===== src/rtl/txpend_pkg.sv =====
package txpend_pkg;

   // word select encoding on the bus
   typedef enum logic {
      WORD_UPPER = 1'b0,
      WORD_LOWER = 1'b1
   } word_sel_e;

   // bus operation decoded from the strobes
   typedef enum logic [2:0] {
      OP_IDLE     = 3'd0,
      OP_WR_UPPER = 3'd1,
      OP_WR_LOWER = 3'd2,
      OP_RD_UPPER = 3'd3,
      OP_RD_LOWER = 3'd4
   } bus_op_e;

   function automatic bus_op_e decode_op(input logic cs, input logic rd,
                                         input logic wr, input logic word);
      bus_op_e op;
      op = OP_IDLE;
      if (cs && wr)
         op = (word == WORD_LOWER) ? OP_WR_LOWER : OP_WR_UPPER;
      else if (cs && rd)
         op = (word == WORD_LOWER) ? OP_RD_LOWER : OP_RD_UPPER;
      return op;
   endfunction

endpackage


===== src/rtl/txpend_bus_port.sv =====
module txpend_bus_port
   import txpend_pkg::*;
#(
   parameter int FLAG_W = 32,
   localparam int HALF_W = FLAG_W / 2
) (
   input  logic              clk,
   input  logic              rst_n,
   input  logic              bus_cs,
   input  logic              bus_rd,
   input  logic              bus_wr,
   input  logic              bus_word,
   input  logic [HALF_W-1:0] bus_wdata,
   input  logic [FLAG_W-1:0] flags,
   output logic [FLAG_W-1:0] set_vec,
   output logic              set_en,
   output logic [HALF_W-1:0] bus_rdata
);

   bus_op_e           op;
   logic [HALF_W-1:0] hold_q;
   logic [HALF_W-1:0] rdata_q;

   always_comb op = decode_op(bus_cs, bus_rd, bus_wr, bus_word);

   // shared holding latch: upper write parks data, upper read snapshots low half
   always_ff @(posedge clk) begin
      if (!rst_n)
         hold_q <= '0;
      else if (op == OP_WR_UPPER)
         hold_q <= bus_wdata;
      else if (op == OP_RD_UPPER)
         hold_q <= flags[HALF_W-1:0];
   end

   // registered read data, held between reads
   always_ff @(posedge clk) begin
      if (!rst_n)
         rdata_q <= '0;
      else if (op == OP_RD_UPPER)
         rdata_q <= flags[FLAG_W-1:HALF_W];
      else if (op == OP_RD_LOWER)
         rdata_q <= hold_q;
   end

   always_comb begin
      set_en  = (op == OP_WR_LOWER);
      set_vec = {hold_q, bus_wdata};
   end

   assign bus_rdata = rdata_q;

endmodule


===== src/rtl/txpend_flag_bank.sv =====
module txpend_flag_bank #(
   parameter int              FLAG_W  = 32,
   parameter logic [FLAG_W-1:0] PRESENT = 32'hFFFF_FFFE
) (
   input  logic              clk,
   input  logic              rst_n,
   input  logic              set_en,
   input  logic [FLAG_W-1:0] set_vec,
   input  logic [FLAG_W-1:0] dir_mask,
   input  logic [FLAG_W-1:0] clr_vec,
   output logic [FLAG_W-1:0] flags
);

   for (genvar i = 0; i < FLAG_W; i++) begin : g_flag
      if (PRESENT[i]) begin : g_live
         logic flag_q;
         // clear has priority over set
         always_ff @(posedge clk) begin
            if (!rst_n)
               flag_q <= 1'b0;
            else if (clr_vec[i])
               flag_q <= 1'b0;
            else if (set_en && set_vec[i] && dir_mask[i])
               flag_q <= 1'b1;
         end
         assign flags[i] = flag_q;
      end else begin : g_tied
         assign flags[i] = 1'b0;
      end
   end

endmodule


===== src/rtl/txpend_split_reg.sv =====
module txpend_split_reg
   import txpend_pkg::*;
#(
   parameter int                FLAG_W       = 32,
   parameter logic [FLAG_W-1:0] FLAG_PRESENT = 32'hFFFF_FFFE,
   localparam int               HALF_W       = FLAG_W / 2
) (
   input  logic              clk,
   input  logic              rst_n,
   input  logic              bus_cs,
   input  logic              bus_rd,
   input  logic              bus_wr,
   input  logic              bus_word,
   input  logic [HALF_W-1:0] bus_wdata,
   output logic [HALF_W-1:0] bus_rdata,
   input  logic [FLAG_W-1:0] tx_dir,
   input  logic [FLAG_W-1:0] cancel_req,
   input  logic [FLAG_W-1:0] tx_done,
   output logic [FLAG_W-1:0] pend_flags
);

   if (FLAG_W % 2 != 0 || FLAG_W < 2) begin : g_bad_width
      $error("txpend_split_reg: FLAG_W must be even and at least 2");
   end

   logic [FLAG_W-1:0] set_vec;
   logic              set_en;
   logic [FLAG_W-1:0] clr_vec;

   assign clr_vec = cancel_req | tx_done;

   txpend_bus_port #(.FLAG_W(FLAG_W)) u_port (
      .clk       (clk),
      .rst_n     (rst_n),
      .bus_cs    (bus_cs),
      .bus_rd    (bus_rd),
      .bus_wr    (bus_wr),
      .bus_word  (bus_word),
      .bus_wdata (bus_wdata),
      .flags     (pend_flags),
      .set_vec   (set_vec),
      .set_en    (set_en),
      .bus_rdata (bus_rdata)
   );

   txpend_flag_bank #(.FLAG_W(FLAG_W), .PRESENT(FLAG_PRESENT)) u_bank (
      .clk      (clk),
      .rst_n    (rst_n),
      .set_en   (set_en),
      .set_vec  (set_vec),
      .dir_mask (tx_dir),
      .clr_vec  (clr_vec),
      .flags    (pend_flags)
   );

endmodule


===== config.mk =====
export PLATFORM = sky130hd
export DESIGN_NAME = txpend_split_reg
export DESIGN_NICKNAME = d
export VERILOG_FILES = /design/src/rtl/txpend_pkg.sv /design/src/rtl/txpend_bus_port.sv /design/src/rtl/txpend_flag_bank.sv /design/src/rtl/txpend_split_reg.sv
export SDC_FILE = /design/constraint.sdc
export NUM_CORES = 1
export LEC_CHECK = 0
export BUFFER_PORTS_ARGS = -buffer_cell sky130_fd_sc_hd__buf_2
export CORE_UTILIZATION = 35
export DETAILED_ROUTE_END_ITERATION = 16
export PLACE_DENSITY_LB_ADDON = 0.08
export RECOVER_POWER = 100
export SLEW_MARGIN = 0
export SYNTH_ARGS = -nofsm -noshare
export SYNTH_HDL_FRONTEND = slang
export SYNTH_HIERARCHICAL = 1
export SYNTH_SLANG_ARGS = --single-unit

===== constraint.sdc =====
create_clock -name clk -period 1.3 [get_ports clk]
set_input_delay 0.13 -clock clk [delete_from_list [all_inputs] [get_ports clk]]
set_output_delay 0.13 -clock clk [all_outputs]
set_load 0.02 [all_outputs]

==> flow_summary.json <==
{
  "ioPinCount": 166,
  "powerDensity_nw_per_um2": 1060,
  "wl_per_cell_um": 14.2,
  "dieArea_um2": 9940,
  "netlist_instances": 349,
  "ant_nets": 0,
  "grt_max_degree": 33,
  "drv_cap": 0,
  "post_cts_buffers": 0,
  "io_buffers": 161,
  "final_nets": 581,
  "first_pass_iters": 4,
  "crit_fanout": 3,
  "grt_pass1_wl_um": 13200,
  "finClkSkew_ns": 0.00618,
  "drive_gt1_frac": 0.368,
  "fmax_mhz": 918,
  "worstPathArrival_ns": 0.96,
  "drc": 0,
  "syn_area_um2": 3340,
  "rsz0062_at_grt": "no",
  "setup_tns_ns": 0,
  "insertion_delay_ns": 0.34,
  "die_y_um": 99.7,
  "status": "finished, final reports clean",
  "drv_slew": 0,
  "hold_buffers": 0,
  "crit_path_start_kind": "register",
  "place_inst": 581,
  "setup_viol": 0,
  "instances_no_fill": 597,
  "critPathBufInv": 1,
  "endpoint_kind": "output port",
  "dr_total_vias": 2855,
  "core-area_um2": 9240,
  "crit_family": "flip-flops",
  "layout_common_cells": "114 x buf_2, 63 x dfxtp_1, 49 x clkbuf_1, 32 x or2_1",
  "layout_commonest_cell": "buf_2",
  "viasPerCell": 4.78,
  "cts.sinks": 63,
  "hold_viol_final": 0,
  "max-vdd-ir-drop_mv": 0.619,
  "critPathMaxStageDelay_ns": 0.38,
  "grt_pass1_vias": 2785,
  "synth_area_per_cell_um2": 9.57,
  "area_delta_synth_final_pct": 20.4,
  "rows": 35,
  "cts_resized": 0,
  "path_class": "register to output port",
  "root_buffer": "clkbuf_8",
  "cts_tree": "yes",
  "synth_nets": 467,
  "hold_class": "input pin to register",
  "cts_buffers": 9,
  "cts_buffer_depth": 2,
  "leakage_uw": 0.00153,
  "cpMaxStageDelayCell": "dfxtp_1",
  "fin_crit_ns": 1.09,
  "htreeDepth": 3,
  "antenna_found_initial": 0,
  "gp_congestion": 0.762,
  "grt_usage": 0.173,
  "dieWidth_um": 99.7,
  "cp_data_required_time_ns": 1.17,
  "ys_warn_count": 6,
  "crit_chain": "clkbuf_1",
  "num_antenna_cells": 0,
  "drt_iter0_markers": 67,
  "place_hpwl_um": 6230,
  "start_util": 0.362,
  "min_period_over_period": 0.838,
  "grt_overflow_total": 0,
  "clkTransAtPathRegs_ns": 0.07,
  "wl_um": 8500
}
==> through the flow <==
stage | power (µW) | instance area [µm²] | hold WS [ns] | setup slack, ns | util
2_1_floorplan | 2410 | 3340 | 0.287 | 0.0355 | -
3_3_place_gp | 2650 | 3950 | 0.376 | 0.148 | 0.427
3_5_place_dp | 2660 | 3950 | 0.379 | 0.114 | 0.427
4_1_cts | 4370 | 4140 | 0.00580 | 0.238 | 0.448
5_1_grt | 4480 | 4020 | 0.0109 | 0.142 | 0.435
6_report | 4270 | 4020 | 0.0235 | 0.210 | 0.435
==> layout make-up <==
type                       instances  area (µm²)
sequential                        63        1260
clock buffer                      12         145
timing repair buffer             174         890
inverter                           1        3.75
tap                              129         161
multi-input combinational        214        1520
clock inverter                     4        45.0
fill                             983        5220
==> worst paths after layout <==
check | start | to | slack [ns] | depth (start not counted)
hold reg to reg | u_bank/g_flag[9].g_live.flag_q | u_port/hold_q[9] | 0.50 | 2
setup / recovery | u_bank/g_flag[14].g_live.flag_q | pend_flags[14] | 0.21 | 1
setup reg to reg | u_port/hold_q[3] | u_port/bus_rdata[3] | 0.45 | 2
hold / removal | cancel_req[2] | u_bank/g_flag[2].g_live.flag_q | 0.02 | 3
==> sequential cells by signal, indices dropped and copies added, names as in the netlist <==
register,cells
u_bank/g_flag.g_live.flag_q,31
u_port/bus_rdata,16
u_port/hold_q,16
==> where the power goes <==
group	total (µW)	switching, µW	internal [µW]
sequential	2030	44.8	1990
combinational	562	282	279
clock	1680	751	930
total	4270	1080	3190
==> routing by layer <==
layer  wire [µm]  vias up  global-route usage  share of wire
li1            -     1422                   -              -
met1        3900     1311               0.207           0.46
met5           0        -                   0              0
met3         522       13              0.0555          0.061
met4         168        0              0.0577          0.020
met2        3910      109               0.291           0.46
Note: power is estimated with default switching activity, not from simulation.
